--- config.mk ---
export PLATFORM = sky130hd
export DESIGN_NAME = isa_wait_gen
export DESIGN_NICKNAME = d
export VERILOG_FILES = /design/src/rtl/isa_wait_pkg.sv /design/src/rtl/isa_wait_rst_sync.sv /design/src/rtl/isa_wait_decode.sv /design/src/rtl/isa_wait_counter.sv /design/src/rtl/isa_wait_fsm.sv /design/src/rtl/isa_wait_gen.sv
export SDC_FILE = /design/constraint.sdc
export NUM_CORES = 1
export LEC_CHECK = 0
export ABC_AREA = 1
export ABC_CLOCK_PERIOD_IN_PS = 1300
export BUFFER_PORTS_ARGS = -buffer_cell sky130_fd_sc_hd__buf_4
export CAP_MARGIN = 20
export CORE_AREA = 8 8 48 50
export CTS_BUF_LIST = sky130_fd_sc_hd__clkbuf_4
export CTS_CLUSTER_DIAMETER = 150
export DETAILED_ROUTE_END_ITERATION = 10
export DIE_AREA = 0 0 56 58
export GPL_TIMING_DRIVEN = 0
export PLACE_DENSITY = 0.78
export SETUP_SLACK_MARGIN = 0.05
export SLEW_MARGIN = 20
export SYNTH_ARGS = -nofsm -noshare
export SYNTH_HDL_FRONTEND = slang
export SYNTH_SLANG_ARGS = --single-unit
export TNS_END_PERCENT = 10
--- constraint.sdc ---
create_clock -name bclk -period 1.3 [get_ports bclk]
set_input_delay 0.065 -clock bclk [delete_from_list [all_inputs] [get_ports bclk]]
set_output_delay 0.065 -clock bclk [all_outputs]
set_load 0.05 [all_outputs]
--- src/rtl/isa_wait_pkg.sv ---
package isa_wait_pkg;

  typedef enum logic [1:0] {
    WS_IDLE    = 2'd0,
    WS_STRETCH = 2'd1,
    WS_FAST    = 2'd2,
    WS_HOLD    = 2'd3
  } ws_state_t;

endpackage

--- src/rtl/isa_wait_rst_sync.sv ---
module isa_wait_rst_sync #(
  parameter int STAGES = 2
) (
  input  logic clk,
  input  logic arst_n,
  output logic srst_n
);

  logic [STAGES-1:0] sync_q;

  always_ff @(posedge clk or negedge arst_n) begin
    if (!arst_n) sync_q <= '0;
    else         sync_q <= {sync_q[STAGES-2:0], 1'b1};
  end

  assign srst_n = sync_q[STAGES-1];

endmodule

--- src/rtl/isa_wait_decode.sv ---
module isa_wait_decode #(
  parameter int              ADDR_W    = 10,
  parameter logic [ADDR_W-1:0] BASE_ADDR = 10'h300,
  parameter logic [ADDR_W-1:0] ADDR_MASK = 10'h3F8
) (
  input  logic [ADDR_W-1:0] addr,
  input  logic              dma_aen,
  input  logic              rd_n,
  input  logic              wr_n,
  output logic              strobe,
  output logic              hit
);

  logic in_window;

  always_comb begin
    strobe    = ~rd_n | ~wr_n;
    in_window = (((addr ^ BASE_ADDR) & ADDR_MASK) == '0);
    hit       = strobe & in_window & ~dma_aen;
  end

endmodule

--- src/rtl/isa_wait_counter.sv ---
module isa_wait_counter #(
  parameter int WS_W     = 4,
  parameter int WAIT_CAP = 10,
  localparam int CNT_W   = $clog2(WAIT_CAP + 1)
) (
  input  logic            clk,
  input  logic            rst_n,
  input  logic [WS_W-1:0] cfg_waits,
  input  logic            load,
  input  logic            dec_en,
  output logic            cfg_zero,
  output logic            last
);

  logic [CNT_W-1:0] eff_waits;
  logic [CNT_W-1:0] cnt_d;
  logic [CNT_W-1:0] cnt_q;

  always_comb begin
    if (32'(cfg_waits) > WAIT_CAP) eff_waits = CNT_W'(WAIT_CAP);
    else                           eff_waits = CNT_W'(cfg_waits);
    cfg_zero = (eff_waits == '0);
  end

  always_comb begin
    cnt_d = cnt_q;
    if (load)        cnt_d = eff_waits;
    else if (dec_en) cnt_d = cnt_q - CNT_W'(1);
  end

  always_ff @(posedge clk or negedge rst_n) begin
    if (!rst_n)               cnt_q <= '0;
    else if (load || dec_en)  cnt_q <= cnt_d;
  end

  assign last = (cnt_q == CNT_W'(1));

endmodule

--- src/rtl/isa_wait_fsm.sv ---
module isa_wait_fsm
  import isa_wait_pkg::*;
(
  input  logic clk,
  input  logic rst_n,
  input  logic strobe,
  input  logic hit,
  input  logic fast_ok,
  input  logic cfg_zero,
  input  logic last,
  output logic load,
  output logic dec_en,
  output logic rdy_oe,
  output logic nows_oe
);

  ws_state_t state_d;
  ws_state_t state_q;

  always_comb begin
    state_d = state_q;
    load    = 1'b0;
    dec_en  = 1'b0;
    unique case (state_q)
      WS_IDLE: begin
        if (hit) begin
          if (fast_ok) begin
            state_d = WS_FAST;
          end else if (!cfg_zero) begin
            state_d = WS_STRETCH;
            load    = 1'b1;
          end else begin
            state_d = WS_HOLD;
          end
        end
      end
      WS_STRETCH: begin
        if (!strobe)   state_d = WS_IDLE;
        else if (last) state_d = WS_HOLD;
        else           dec_en  = 1'b1;
      end
      WS_FAST: begin
        if (!strobe) state_d = WS_IDLE;
      end
      WS_HOLD: begin
        if (!strobe) state_d = WS_IDLE;
      end
      default: state_d = WS_IDLE;
    endcase
  end

  always_ff @(posedge clk or negedge rst_n) begin
    if (!rst_n) state_q <= WS_IDLE;
    else        state_q <= state_d;
  end

  assign rdy_oe  = (state_q == WS_STRETCH);
  assign nows_oe = (state_q == WS_FAST);

endmodule

--- src/rtl/isa_wait_gen.sv ---
module isa_wait_gen #(
  parameter int                ADDR_W    = 10,
  parameter int                WS_W      = 4,
  parameter int                WAIT_CAP  = 10,
  parameter logic [ADDR_W-1:0] BASE_ADDR = 10'h300,
  parameter logic [ADDR_W-1:0] ADDR_MASK = 10'h3F8
) (
  input  logic              bclk,
  input  logic              rst_n,
  input  logic [ADDR_W-1:0] bus_addr,
  input  logic              dma_aen,
  input  logic              io_rd_n,
  input  logic              io_wr_n,
  input  logic              cyc16,
  input  logic [WS_W-1:0]   cfg_waits,
  input  logic              cfg_fast,
  output logic              rdy_oe,
  output logic              rdy_lvl,
  output logic              nows_oe,
  output logic              nows_lvl
);

  logic srst_n;
  logic strobe;
  logic hit;
  logic fast_ok;
  logic cfg_zero;
  logic last;
  logic load;
  logic dec_en;

  isa_wait_rst_sync #(.STAGES(2)) u_rst (
    .clk    (bclk),
    .arst_n (rst_n),
    .srst_n (srst_n)
  );

  isa_wait_decode #(
    .ADDR_W    (ADDR_W),
    .BASE_ADDR (BASE_ADDR),
    .ADDR_MASK (ADDR_MASK)
  ) u_dec (
    .addr    (bus_addr),
    .dma_aen (dma_aen),
    .rd_n    (io_rd_n),
    .wr_n    (io_wr_n),
    .strobe  (strobe),
    .hit     (hit)
  );

  assign fast_ok = cfg_fast & ~cyc16;

  isa_wait_counter #(
    .WS_W     (WS_W),
    .WAIT_CAP (WAIT_CAP)
  ) u_cnt (
    .clk       (bclk),
    .rst_n     (srst_n),
    .cfg_waits (cfg_waits),
    .load      (load),
    .dec_en    (dec_en),
    .cfg_zero  (cfg_zero),
    .last      (last)
  );

  isa_wait_fsm u_fsm (
    .clk      (bclk),
    .rst_n    (srst_n),
    .strobe   (strobe),
    .hit      (hit),
    .fast_ok  (fast_ok),
    .cfg_zero (cfg_zero),
    .last     (last),
    .load     (load),
    .dec_en   (dec_en),
    .rdy_oe   (rdy_oe),
    .nows_oe  (nows_oe)
  );

  assign rdy_lvl  = 1'b0;
  assign nows_lvl = 1'b0;

endmodule

# Yosys cells after proc, flatten, opt, wreduce, memory -nomap -nowiden
# Index checks and enable logic that the tools add are counted.
[op_classes]
addsub = 1
multipliers = 0
n_div = 0
magnitude_cmp = 1
eq_ne = 7
shifts = 0
mux = 17
n_bitwise = 9
reduce_logical = 8
[ops]
columns = ["cell", "n"]
rows = [
  ["2-to-1 mux 2 bit", 6],
  ["2-to-1 mux 4 bit", 3],
  ["logical NOT 10 bit", 1],
  ["2-to-1 mux 1 bit", 7],
  ["one-hot mux 2 bit (3 select lines)", 1],
  ["== test 2 bit, second input constant", 2],
  ["== test 4 x 1 -> 1 bit, second input constant", 1],
  ["greater-than comparator 4 bit, second input constant", 1],
  ["logical NOT 4 bit", 1],
  ["!= test 2 bit, second input constant", 2],
  ["NOT 1 bit", 4],
  ["subtractor 4 x 1 -> 4 bit, second input constant", 1],
  ["AND 1 bit", 3],
  ["!= test 3 bit, second input constant", 1],
  ["AND reduction 3 bit", 1],
  ["== test 2 x 1 -> 1 bit, second input constant", 1],
  ["logical NOT 2 bit", 1],
  ["NOT 2 bit", 1],
  ["AND reduction 2 bit", 1],
  ["nonzero test 2 bit", 1],
  ["OR reduction 2 bit", 1],
  ["logical OR 1 bit", 1],
  ["bitwise OR 1 bit", 1],
]
[totals]
reg_bits = 8
latchBits = 0
mem_bits_rw = 0
mem_bits_ro = 0
input_bits = 21
word_cells = 46
n_memories = 0

# Depth between registers and ports, before layout
# Gate-level depths: netlist of run 1.
[depth]
depth_word = 9
mapped_depth = 11
mapped_depth_nobuf = 11

# Cells and area by module
# A second synthesis of run 1 with hierarchy kept.
[unflattened]
cells_unflattened = 91
hier_area_um2 = 596.8
[by_module_without_submodules]
columns = ["module", "instances", "cells_each", "area_per_inst_um2", "seq_area_each_um2"]
rows = [
  ["isa_wait_counter", 1, 43, 295.3, 100.1],
  ["isa_wait_fsm", 1, 31, 177.7, 50.0],
  ["isa_wait_rst_sync", 1, 3, 53.8, 50.0],
  ["isa_wait_decode", 1, 9, 41.3, 0.0],
  ["isa_wait_gen", 1, 5, 28.8, 0.0],
]

# Worst setup path after synthesis of run 1
# Ideal clock, no wire load.
[synth_timing]
path_kind = "register to register"
startpoint = "register u_fsm.state_q[1]"
endpoint = "register u_cnt.cnt_q[0]"
setup_ns = 0.113
arrival_ns = 1.426
required_time_ns = 1.187
path_slack_ns = -0.238
path_stages_with_launch = 11
path_buffers = 0
period_less_slack_ns = 1.538
path_cell_list = "dfrtp_1 -> nor2_2 -> nand2_2 -> inv_2 -> nand2_4 -> clkinv_2 -> nand2_2 -> nand2_1 -> nand2_1 -> nand2_1 -> inv_1"
[synth_between]
elab_chain_cells = 4
word_cells_on_any_way = 8
classes_between = "1 x eq/ne; 3 x mux; 4 x reduce/logical"
[synth_lines]
columns = ["item", "line_no", "rtl"]
rows = [
  ["from (decl)", "isa_wait_fsm.sv:18", "ws_state_t state_q;"],
  ["from (signal assigned)", "isa_wait_fsm.sv:54", "else state_q <= state_d;"],
  ["== test 2 x 1 -> 1 bit *", "--", ""],
  ["net rdy_oe", "isa_wait_gen.sv:17", "output logic rdy_oe,"],
  ["2-to-1 mux 1 bit *", "isa_wait_fsm.sv:24", "unique case (state_q)"],
  ["nonzero test 2 bit (no source line) or logical OR 1 bit (tied branches)", "--", ""],
  ["AND reduction 2 bit (no source line) *", "--", ""],
  ["to (signal assigned)", "isa_wait_counter.sv:33", "else if (load || dec_en) cnt_q <= cnt_d;"],
  ["to (decl)", "isa_wait_counter.sv:17", "logic [CNT_W-1:0] cnt_q;"],
]
# Mark *: on every way through the listed nets, which the timed path passes. The rest lies on a longest branch.
# A chain may end at the register's enable or synchronous reset.

# Worst setup path in the final report of run 1
[layout_timing]
startpoint = "register u_fsm.state_q[1]"
endpoint = "register u_cnt.cnt_q[2]"
[layout_between]
elab_chain_cells = 4
word_cells_on_any_way = 8
classes_between = "1 x eq/ne; 3 x mux; 4 x reduce/logical"
[layout_lines]
columns = ["item", "line_no"]
rows = [
  ["== test 2 x 1 -> 1 bit or logical NOT 2 bit (tied branches)", "isa_wait_fsm.sv:24"],
  ["2-to-1 mux 1 bit", "isa_wait_fsm.sv:24"],
  ["nonzero test 2 bit (no source line) or logical OR 1 bit (tied branches)", "--"],
  ["AND reduction 2 bit (no source line)", "--"],
]
# Parallel ways exist; a longest one is shown, timed or not.

==> Flow_metrics.wiki, run 1 <==
{| class="wikitable"
! Metric !! Value
|-
| Outcome || finished clean
|-
| Average cell area after synthesis || between 6 and 7 sq um
|-
| DR WL/cell || roughly 10 um
|-
| Setup-failing EPs final || 0
|-
| Overall power of the completed layout || 1.509 mW
|-
| Max H-tree Level || 1
|-
| Cts bufs inserted || 3
|-
| Later-pin clock latency in the skew report || around 240 ps
|-
| Sum of routed wire length over all layers || approximately 1400 um
|-
| Flop2flop setup slack || between 50 and 60 ps
|-
| Floorplan Core Area || between 1500 and 2000 sq um
|-
| Tightest Hold Check Type || register to async pin
|-
| Synthesized-area fraction occupied by adder cells || under 10%
|-
| Initial core utilization || a little over 40%
|-
| Dominant combinational cell family by area after synthesis || simple AND/OR/NAND/NOR gates
|-
| Count of nets left with antenna violations after detail routing || 0
|-
| Initial antenna violation count || 0
|-
| Critical-path cell list || nor2_4 -> nand2_2 -> nor2_4 -> nand2_4 -> o21ai_2 -> nand2_1 -> nand2_1 -> inv_1
|-
| Synthesis-stage register bit count || 8
|-
| Reg2reg end || u_cnt.cnt_q[2]
|-
| Fraction of layout cells with a size suffix above 1 || a little over a third
|-
| Remaining DRCs || 0
|-
| Syn Inst Count || 94
|-
| Synth area leaders || dfrtp_1 31%, nand2_1 13%, inv_1 7.5%, nand3_1 6.9%, nor2_1 5.2%
|-
| Antenna diode count || 0
|-
| Buffer cell driving the clock tree root || clkbuf_4
|-
| Fillcell total || between 150 and 200
|-
| Required time of the critical path || 1430 ps
|-
| Proportion of netlist area held by the largest area contributor || between 30% and 40%
|-
| Number of buffers and inverters on the critical path || 1
|-
| Maximum number of pins on one net before global-route repair || 10
|-
| Largest clock skew in the final design || 2.922 ps
|-
| Post-synth EDFFs || 0
|-
| Kind of start point of the critical path || register
|-
| Pre-CTS WS || -16.37 ps
|-
| Most used routing layer in global routing || met2
|-
| Number of pins exceeding their max-slew limit in the final report || 0
|-
| Global-route wire length before repair || 2408 um
|-
| Endpoint kind of the worst setup timing path || register
|-
| Via count || around 650
|-
| Vias in the first global route || a little over 600
|-
| Die X || 56 um
|-
| Detailed-routing iteration count for the pre-antenna-repair pass || 4
|-
| Type of the setup path with the least slack || register to register
|-
| Final core occ || 54.42%
|-
| Most instantiated library cell after synthesis || nand2_1
|-
| Final #Nets || approximately 140
|-
| Final global-route overflow total || 0
|-
| Standard-cell rows || 15
|-
| Share of flip-flops with an asynchronous set or reset || 100.0%
|-
| Synth Area in Simple Gates || a little over two fifths
|-
| Max Fclk || between 800 and 900 MHz
|-
| Number of max-capacitance violations reported || 0
|-
| Fin cells || approximately 140
|-
| Final hold violation count || 0
|-
| Fin crit share || between 90% and 100%
|-
| Sink Count || 8
|-
| Die outline area || 3248 sq um
|-
| Die Y-Extent || between 50 and 60 um
|-
| Post-synthesis mux area share || 0%
|-
| Worst VDD drop || 1.024 mV
|-
| Maximum fanout along the worst path || 6
|-
| Placed Cells || 131
|-
| Min Tclk post-route || about 1200 ps
|-
| Power per standard cell area || 1718 nW/um^2
|-
| Ranking of synthesized cells by instance count || 22 x nand2_1, 13 x inv_1, 9 x nand3_1, 9 x nor2_1, 8 x dfrtp_1
|-
| Netlist area before placement || about 650 sq um
|-
| Total routing usage reported by global routing || between 8 and 9%
|-
| Leakage power total || between 0.4 and 0.5 nW
|-
| Leading area contributor after synthesis || dfrtp_1
|-
| Commonest register cell after synthesis || dfrtp_1
|-
| Post-synthesis cell type count || 23
|-
| Vias per std cell || between 4 and 5
|-
| Top cell family by delay on the critical path || simple AND/OR/NAND/NOR gates
|-
| Gp weighted congestion || 0.8258
|-
| Area fraction in compound gates after synthesis || 8.253%
|-
| Layout area overhead || 34.74%
|-
| Yosys warning count || 0
|-
| Clock slew at reported path FFs || approximately 50 ps
|-
| Area share of xor/xnor cells in the synthesized design || around 2.7%
|-
| Clock tree from TritonCTS || yes
|-
| Met2 demand-to-capacity share in global routing || approximately 16%
|-
| Tightest hold margin || 79.15 ps
|-
| Starting DRC count in detailed routing || 9
|-
| Global routing met1 resource utilization || under 10%
|-
| Number of placed I/O pins || 25
|-
| Data arrival time of the critical path || 1370 ps
|-
| Slowest cell on the critical path || dfrtp_2
|-
| Post-layout worst setup margin || a little under 60 ps
|-
| Worst reg2reg path startpoint || u_fsm.state_q[1]
|-
| Unrepaired setup endpoints after global routing || yes
|-
| Dpl hpwl || 1206 um
|-
| Worst R2R Path Depth || 8
|-
| Proportion of synthesized chip area in sequential cells || a little under a third
|-
| GR met3 Demand/Resource || roughly 3.3%
|-
| Maximum root-to-sink buffer count || 2
|-
| Slowest Stage Delay on Critical Path || 450 ps
|-
| Count of input and output buffers || 19
|}
==> through the flow <==
step	instance area (sq um)	setup TNS, ps
6_report	878.3	0
5_1_grt	878.3	-48.35
4_1_cts	865.8	0
3_5_place_dp	824.5	-16.37
3_3_place_gp	824.5	-18.10
2_1_floorplan	660.6	-112.2
==> cells in the final DEF (no fill, tap or decap), drive strengths merged <==
| cell | instances |
|---|---|
| dlygate4sd3 | 1 |
| ha | 2 |
| o21ai | 3 |
| conb | 3 |
| xor2 | 1 |
| clkinv | 1 |
| nand3 | 9 |
| xnor2 | 1 |
| nand2 | 28 |
| clkbuf | 3 |
| o211ai | 2 |
| nand4 | 3 |
| a21oi | 4 |
| buf | 21 |
| nor2 | 13 |
| inv | 14 |
| dfrtp | 8 |
| nor3b | 1 |
==> where the power goes <==
group	switching, mW	leakage [nW]	total [mW]	internal (mW)
clock network	0.0671	0.0138	0.172	0.104
registers	0.0984	0.0934	0.440	0.341
logic	0.549	0.370	0.898	0.348
total	0.715	0.477	1.51	0.794
==> final cells by class <==
class | instances | area (sq um) | share of cell area (%)
Inverter | 15 | 60.06 | 6.838
Multi-Input combinational cell | 70 | 404.1 | 46.01
Timing Repair Buffer | 20 | 152.6 | 17.38
Buffer | 2 | 15.01 | 1.709
Sequential cell | 8 | 202.7 | 23.08
Clock buffer | 3 | 22.52 | 2.564
Tap cell | 17 | 21.27 | 2.422
==> layer usage <==
layer | vias up | share of wire [%]
li1 | 341 | -
met1 | 290 | 37
met4 | 0 | 0
met2 | 20 | 54
met3 | 0 | 9.2
met5 | - | 0
==> how the worst max path moves through the flow <==
stage / from / to / depth (start not counted)
floorplan: u_fsm.state_q[0] / u_cnt.cnt_q[0] / 11
global placement: u_fsm.state_q[1] / u_cnt.cnt_q[2] / 8
detailed placement: u_fsm.state_q[1] / u_cnt.cnt_q[2] / 8
CTS: u_cnt.cnt_q[1] / u_cnt.cnt_q[0] / 10
global route: u_fsm.state_q[0] / u_cnt.cnt_q[2] / 8
finish: u_fsm.state_q[1] / u_cnt.cnt_q[2] / 8
==> logic make-up after synthesis <==
| kind of cell | Yosys count |
|---|---|
| adder cells (fa/ha/maj) | 2 |
| buffers and inverters | 17 |
| other | 2 |
| flip-flops | 8 |
| XOR/XNOR | 2 |
| AND/OR/NAND/NOR | 54 |
| AO/OA/AOI/OAI | 9 |
==> what timing repair did <==
item,4_1_cts,5_1_grt
pin swaps,2,4
setup buffers,0,0
endpoints found under the hold margin,2,0
resized for setup,3,4
setup endpoints to repair,4,5
hold buffers,1,0
gates cloned,0,0
==> sequential cells by signal (all words and copies together) (netlist names) <==
signal / cells
u_cnt.cnt_q: 4
u_rst.sync_q: 2
u_fsm.state_q: 2
(Power assumes the default switching activity.)
==> run 2, diff against run 1 <==
--- a/config.mk
+++ b/config.mk
@@ -8,7 +8,6 @@
 export ABC_AREA = 1
 export ABC_CLOCK_PERIOD_IN_PS = 1300
 export BUFFER_PORTS_ARGS = -buffer_cell sky130_fd_sc_hd__buf_4
-export CAP_MARGIN = 20
 export CORE_AREA = 8 8 48 50
 export CTS_BUF_LIST = sky130_fd_sc_hd__clkbuf_4
 export CTS_CLUSTER_DIAMETER = 150
@@ -16,6 +15,7 @@
 export DIE_AREA = 0 0 56 58
 export GPL_TIMING_DRIVEN = 0
 export PLACE_DENSITY = 0.78
+export RECOVER_POWER = 100
 export SETUP_SLACK_MARGIN = 0.05
 export SLEW_MARGIN = 20
 export SYNTH_ARGS = -nofsm -noshare
==> run 2 against run 1 <==
Critical path type unchanged. Combinational power decreased by 2.2%. Via count is 0.61% lower. Non-clock buffer count stayed put. Count of clock-buffer cells in the layout unchanged. Clock power barely moved. Flip-flop and latch count stayed put. Register-to-register slack barely moved. Sequential share of layout area up 0.30 points. Setup slack about the same. Design area shrank 1.3%.
==> Flow_metrics.wiki, run 2 (synthesized netlist as in run 1, its figures left out) <==
{| class="wikitable"
! Metric !! Value
|-
| Outcome || finished clean
|-
| Fin crit share || 95.44%
|-
| Type of the setup path with the least slack || register to register
|-
| Most frequent cells in the layout || 22 x nand2_1, 18 x buf_4, 11 x inv_1, 9 x nor2_1, 9 x nand3_1
|-
| Maximum root-to-sink buffer count || 2
|-
| Maximum number of pins on one net before global-route repair || 10
|-
| Sequential cell area || about 200 sq um
|-
| Later-pin clock latency in the skew report || roughly 240 ps
|-
| Maximum fanout along the worst path || 6
|-
| Fillcell total || 164
|-
| Remaining DRCs || 0
|-
| Post-layout worst setup margin || ~60 ps
|-
| Sink Count || 8
|-
| Max Fclk || 806.0 MHz
|-
| Standard-cell rows || 15
|-
| Antenna diode count || 0
|-
| Die X || 56 um
|-
| Tightest Hold Check Type || register to async pin
|-
| Final global-route overflow total || 0
|-
| Initial antenna violation count || 0
|-
| Critical-path cell list || nor2_4 -> nand2_2 -> nor2_4 -> nand2_4 -> o21ai_2 -> nand2_1 -> nand2_1 -> inv_1
|-
| Endpoint kind of the worst setup timing path || register
|-
| Worst VDD drop || around 1.0 mV
|-
| Pre-CTS WS || -16.37 ps
|-
| Floorplan Core Area || 1614 sq um
|-
| Number of flip-flops in the largest register || 4
|-
| Overall power of the completed layout || between 1 and 1.5 mW
|-
| Power per standard cell area || 1717 nW/um^2
|-
| Most flops, register || u_cnt.cnt_q
|-
| Leakage power total || between 0.4 and 0.5 nW
|-
| Final hold violation count || 0
|-
| Cts bufs inserted || 3
|-
| Via count || about 650
|-
| Buffer cell driving the clock tree root || clkbuf_4
|-
| DR WL/cell || 10.44 um
|-
| Starting DRC count in detailed routing || 9
|-
| Min Tclk post-route || around 1200 ps
|-
| Number of buffers and inverters on the critical path || 1
|-
| Fraction of layout cells with a size suffix above 1 || between 30% and 40%
|-
| Data arrival time of the critical path || ~1400 ps
|-
| Slowest Stage Delay on Critical Path || between 400 and 500 ps
|-
| Clock tree from TritonCTS || yes
|-
| Layout area overhead || 33.01%
|-
| Die Y-Extent || between 50 and 60 um
|-
| Most common cell after layout, fill and taps aside || nand2_1
|-
| Count of input and output buffers || 19
|-
| Total routing usage reported by global routing || 8.858%
|-
| Gp weighted congestion || between 0.8 and 0.9
|-
| Slowest cell on the critical path || dfrtp_2
|-
| Global-route wire length before repair || about 2400 um
|-
| Detailed-routing iteration count for the pre-antenna-repair pass || 4
|-
| Required time of the critical path || ~1400 ps
|-
| Unrepaired setup endpoints after global routing || yes
|-
| Largest clock skew in the final design || approximately 3 ps
|-
| Top cell family by delay on the critical path || simple AND/OR/NAND/NOR gates
|-
| Initial core utilization || 40.39%
|-
| Number of placed I/O pins || 25
|-
| Area occupied by multi-input gates || around 400 sq um
|-
| Number of pins exceeding their max-slew limit in the final report || 0
|-
| Vias per std cell || around 4.8
|-
| Die outline area || between 3000 and 4000 sq um
|-
| Number of max-capacitance violations reported || 0
|-
| Count of nets left with antenna violations after detail routing || 0
|-
| Kind of start point of the critical path || register
|-
| Final #Nets || roughly 140
|-
| Setup-failing EPs final || 0
|-
| Clock slew at reported path FFs || 50 ps
|-
| Max H-tree Level || 1
|-
| Dpl hpwl || around 1200 um
|-
| Sum of routed wire length over all layers || approximately 1400 um
|-
| Vias in the first global route || approximately 600
|-
| Registers with the most flip-flops || u_cnt.cnt_q (4), u_fsm.state_q (2), u_rst.sync_q (2)
|}
[run 2: cell types whose count changed in the layout (fill, tap and decap cells not counted), sizes merged]
cell    delta
buf        -3
clkbuf     +3
[run 2: layer usage]
layer	vias to the layer above	global-route usage [%]	part of all wire, %
li1	341	-	-
met1	288	8.142	38
met2	18	16.32	53
met3	0	3.275	8.9
met4	0	5.155	0
met5	-	0	0
[run 2: path summary, 6_finish.rpt]
path                             startpoint          endpoint  slack, ps  depth (start not counted)
min in group bclk              cfg_waits[3]    u_cnt.cnt_q[3]        130                          3
max                        u_fsm.state_q[1]    u_cnt.cnt_q[2]         60                          8
max in group asynchronous   u_rst.sync_q[1]  u_fsm.state_q[1]       1020                          0
max reg2reg                u_fsm.state_q[1]    u_cnt.cnt_q[2]         60                          8
min                         u_rst.sync_q[1]    u_cnt.cnt_q[1]         80                          0
min reg2reg                 u_rst.sync_q[1]    u_cnt.cnt_q[1]         80                          0
[run 2: worst reg2reg max path: stages, from the launching register on]
cell	delay, ps
dfrtp_2	450
nor2_4	120
nand2_2	90
nor2_4	160
nand2_4	90
o21ai_2	60
nand2_1	60
nand2_1	60
inv_1	40
[run 2: through the flow]
step,instances,setup TNS [ps],hold WS [ps],utilization [%],cell area (sq um)
2_1_floorplan,95,-112.2,-230.6,-,660.6
3_3_place_gp,131,-18.10,-153.3,51.09,824.5
3_5_place_dp,131,-16.37,-151.7,51.09,824.5
4_1_cts,135,0,87.15,53.64,865.8
5_1_grt,135,-54.51,106.4,53.72,867.1
6_report,135,0,79.16,53.72,867.1
[run 2: cell type report]
| type | instances | share of cell area [%] |
|---|---|---|
| tap | 17 | 2.453 |
| buffer | 2 | 1.732 |
| inverter | 15 | 6.926 |
| timing repair buffer | 20 | 16.59 |
| clock buffer | 3 | 2.597 |
| multi-input combinational | 70 | 46.32 |
| sequential | 8 | 23.38 |
[run 2: power by group]
part           switching, mW  internal (mW)
Clock                 0.0671          0.104
Combinational          0.550          0.329
Sequential            0.0976          0.341
Total                  0.714          0.774
[run 2: repair_timing]
action | 4_1_cts | 5_1_grt
hold buffers | 1 | 0
pin swaps | 2 | 4
setup endpoints to repair | 4 | 5
hold endpoints to repair | 2 | 0
gates resized for setup | 3 | 4
buffers inserted | 0 | 0
==> run 3, diff against run 2 <==
--- a/config.mk
+++ b/config.mk
@@ -13,7 +13,7 @@
 export CTS_CLUSTER_DIAMETER = 150
 export DETAILED_ROUTE_END_ITERATION = 10
 export DIE_AREA = 0 0 56 58
-export GPL_TIMING_DRIVEN = 0
+export GPL_TIMING_DRIVEN = 1
 export PLACE_DENSITY = 0.78
 export RECOVER_POWER = 100
 export SETUP_SLACK_MARGIN = 0.05
==> run 3 against run 2 <==
Sequential share of layout area increased by 0.20 points. Hold slack is essentially flat. Register-to-register slack hardly changed. Maximum frequency shrank 0.14%. Setup slack got worse by 1.7 ps. Flip-flop and latch count unchanged. Cell count did not move. Global-route usage shrank 0.19 points. Count of clock-buffer cells in the layout did not move. Sequential power decreased by 2%. Largest cell class unchanged.
==> Flow_metrics.wiki, run 3 (synthesized netlist as in run 1, its figures left out) <==
{| class="wikitable"
! Metric !! Value
|-
| Outcome || finished clean
|-
| Number of max-capacitance violations reported || 0
|-
| Die X || around 56 um
|-
| Clock slew at reported path FFs || around 50 ps
|-
| Final #Nets || between 100 and 150
|-
| Kind of start point of the critical path || register
|-
| Data arrival time of the critical path || 1370 ps
|-
| Most common cell after layout, fill and taps aside || nand2_1
|-
| Min Tclk post-route || between 1000 and 1500 ps
|-
| Fraction of layout cells with a size suffix above 1 || between 30% and 40%
|-
| Most flops, register || u_cnt.cnt_q
|-
| Count of input and output buffers || 19
|-
| Worst VDD drop || approximately 1.0 mV
|-
| Initial antenna violation count || 0
|-
| Total routing usage reported by global routing || around 8.7%
|-
| Fin crit share || between 90% and 100%
|-
| Registers with the most flip-flops || u_cnt.cnt_q (4), u_fsm.state_q (2), u_rst.sync_q (2)
|-
| Number of flip-flops in the largest register || 4
|-
| Fin cells || about 140
|-
| Via count || 620
|-
| Pre-CTS WS || -12.17 ps
|-
| Layout area overhead || 31.09%
|-
| Number of pins exceeding their max-slew limit in the final report || 0
|-
| Dpl hpwl || between 1000 and 1500 um
|-
| Unrepaired setup endpoints after global routing || yes
|-
| Count of nets left with antenna violations after detail routing || 0
|-
| Remaining DRCs || 0
|-
| Initial core utilization || 40.39%
|-
| Endpoint kind of the worst setup timing path || register
|-
| Vias per std cell || approximately 4.6
|-
| Most frequent cells in the layout || 22 x nand2_1, 19 x buf_4, 11 x inv_1, 9 x nor2_1, 9 x nand3_1
|-
| Tightest Hold Check Type || register to async pin
|-
| Post-layout worst setup margin || ~58 ps
|-
| Cts bufs inserted || 3
|-
| Global-route wire length before repair || ~2400 um
|-
| Sink Count || 8
|-
| Maximum number of pins on one net before global-route repair || 10
|-
| Vias in the first global route || just over 600
|-
| Largest clock skew in the final design || around 2.7 ps
|-
| Later-pin clock latency in the skew report || around 240 ps
|-
| Max Fclk || approximately 800 MHz
|-
| Gp weighted congestion || 0.8651
|-
| Placed Cells || 129
|-
| Power per standard cell area || between 1500 and 2000 nW/um^2
|-
| Starting DRC count in detailed routing || 10
|-
| Maximum root-to-sink buffer count || 2
|-
| Final hold violation count || 0
|-
| Type of the setup path with the least slack || register to register
|-
| Max H-tree Level || 1
|-
| Detailed-routing iteration count for the pre-antenna-repair pass || 4
|-
| Maximum fanout along the worst path || 6
|-
| Required time of the critical path || 1430 ps
|-
| Antenna diode count || 0
|-
| Clock tree from TritonCTS || yes
|-
| Final instance area || 854.6 sq um
|-
| Placement-stage cell area || about 810 sq um
|-
| Fillcell total || between 150 and 200
|-
| Buffer cell driving the clock tree root || clkbuf_4
|-
| Final global-route overflow total || 0
|-
| Setup-failing EPs final || 0
|-
| Die outline area || ~3200 sq um
|-
| Die Y-Extent || 58 um
|-
| Floorplan Core Area || roughly 1600 sq um
|-
| Leakage power total || approximately 0.47 nW
|-
| DR WL/cell || between 10 and 15 um
|-
| Standard-cell rows || 15
|-
| Sum of routed wire length over all layers || ~1400 um
|-
| Number of placed I/O pins || 25
|}
==> run 3: changes by cell type in the layout (fill, tap and decap cells not counted), sizes merged <==
cell and delta:
buf +1, clkbuf -1
==> run 3: critical path, cell delays in order, from the launching register on <==
cell and delay, ps:
dfrtp_2 440, nor2_2 130, nand2_2 90, nor2_4 170, nand2_4 90, o21ai_2 60
nand2_1 60, nand2_1 50, inv_1 40
==> run 3: layout make-up <==
type,count,area [sq um],share of cell area [%]
Inverter,15,57.56,6.735
Timing Repair Buffer,22,161.4,18.89
Multi-Input combinational cell,70,390.4,45.68
Clock buffer,3,22.52,2.635
Tap cell,17,21.27,2.489
Sequential cell,8,201.4,23.57
==> run 3: metrics by stage <==
stage          hold WS [ps]  utilization, %  TNS, ps  total power [mW]
2_1_floorplan        -230.6               -   -112.2             1.093
3_3_place_gp         -153.2           50.16        0             1.259
3_5_place_dp         -151.8           50.16   -12.17             1.285
4_1_cts               88.04           53.18        0             1.512
5_1_grt               104.2           52.95   -106.0             1.639
6_report              79.62           52.95        0             1.491
==> run 3: final timing paths <==
kind                       depth (start not counted)  slack (ps)             start          endpoint
setup / recovery                                   8          60  u_fsm.state_q[1]    u_cnt.cnt_q[2]
hold / removal                                     0          80   u_rst.sync_q[1]    u_cnt.cnt_q[1]
setup reg to reg                                   8          60  u_fsm.state_q[1]    u_cnt.cnt_q[2]
hold reg to reg                                    0          80   u_rst.sync_q[1]    u_cnt.cnt_q[1]
max in group asynchronous                          0        1020   u_rst.sync_q[1]  u_fsm.state_q[1]
min in group bclk                                  3         100      cfg_waits[3]    u_cnt.cnt_q[3]
==> run 3: report_power, final <==
part,internal (mW),leakage (nW),switching (mW)
clock network,0.104,0.0138,0.0667
registers,0.338,0.0945,0.0907
logic,0.351,0.362,0.539
total,0.794,0.470,0.697
==> run 3: what timing repair did <==
item / CTS / global route
hold endpoints to repair: 2 / 0
cloned: 0 / 0
hold buffers: 1 / 0
resized for setup: 1 / 2
buffers inserted: 2 / 0
endpoints found under the setup margin: 4 / 4
pin swaps: 2 / 0
==> run 3: metal layers <==
layer	global-route usage (%)	up-vias	wire length [um]
li1	-	339	-
met1	9.518	269	619
met2	15.37	12	730
met3	2.620	0	74
met4	3.093	0	0
met5	0	-	0
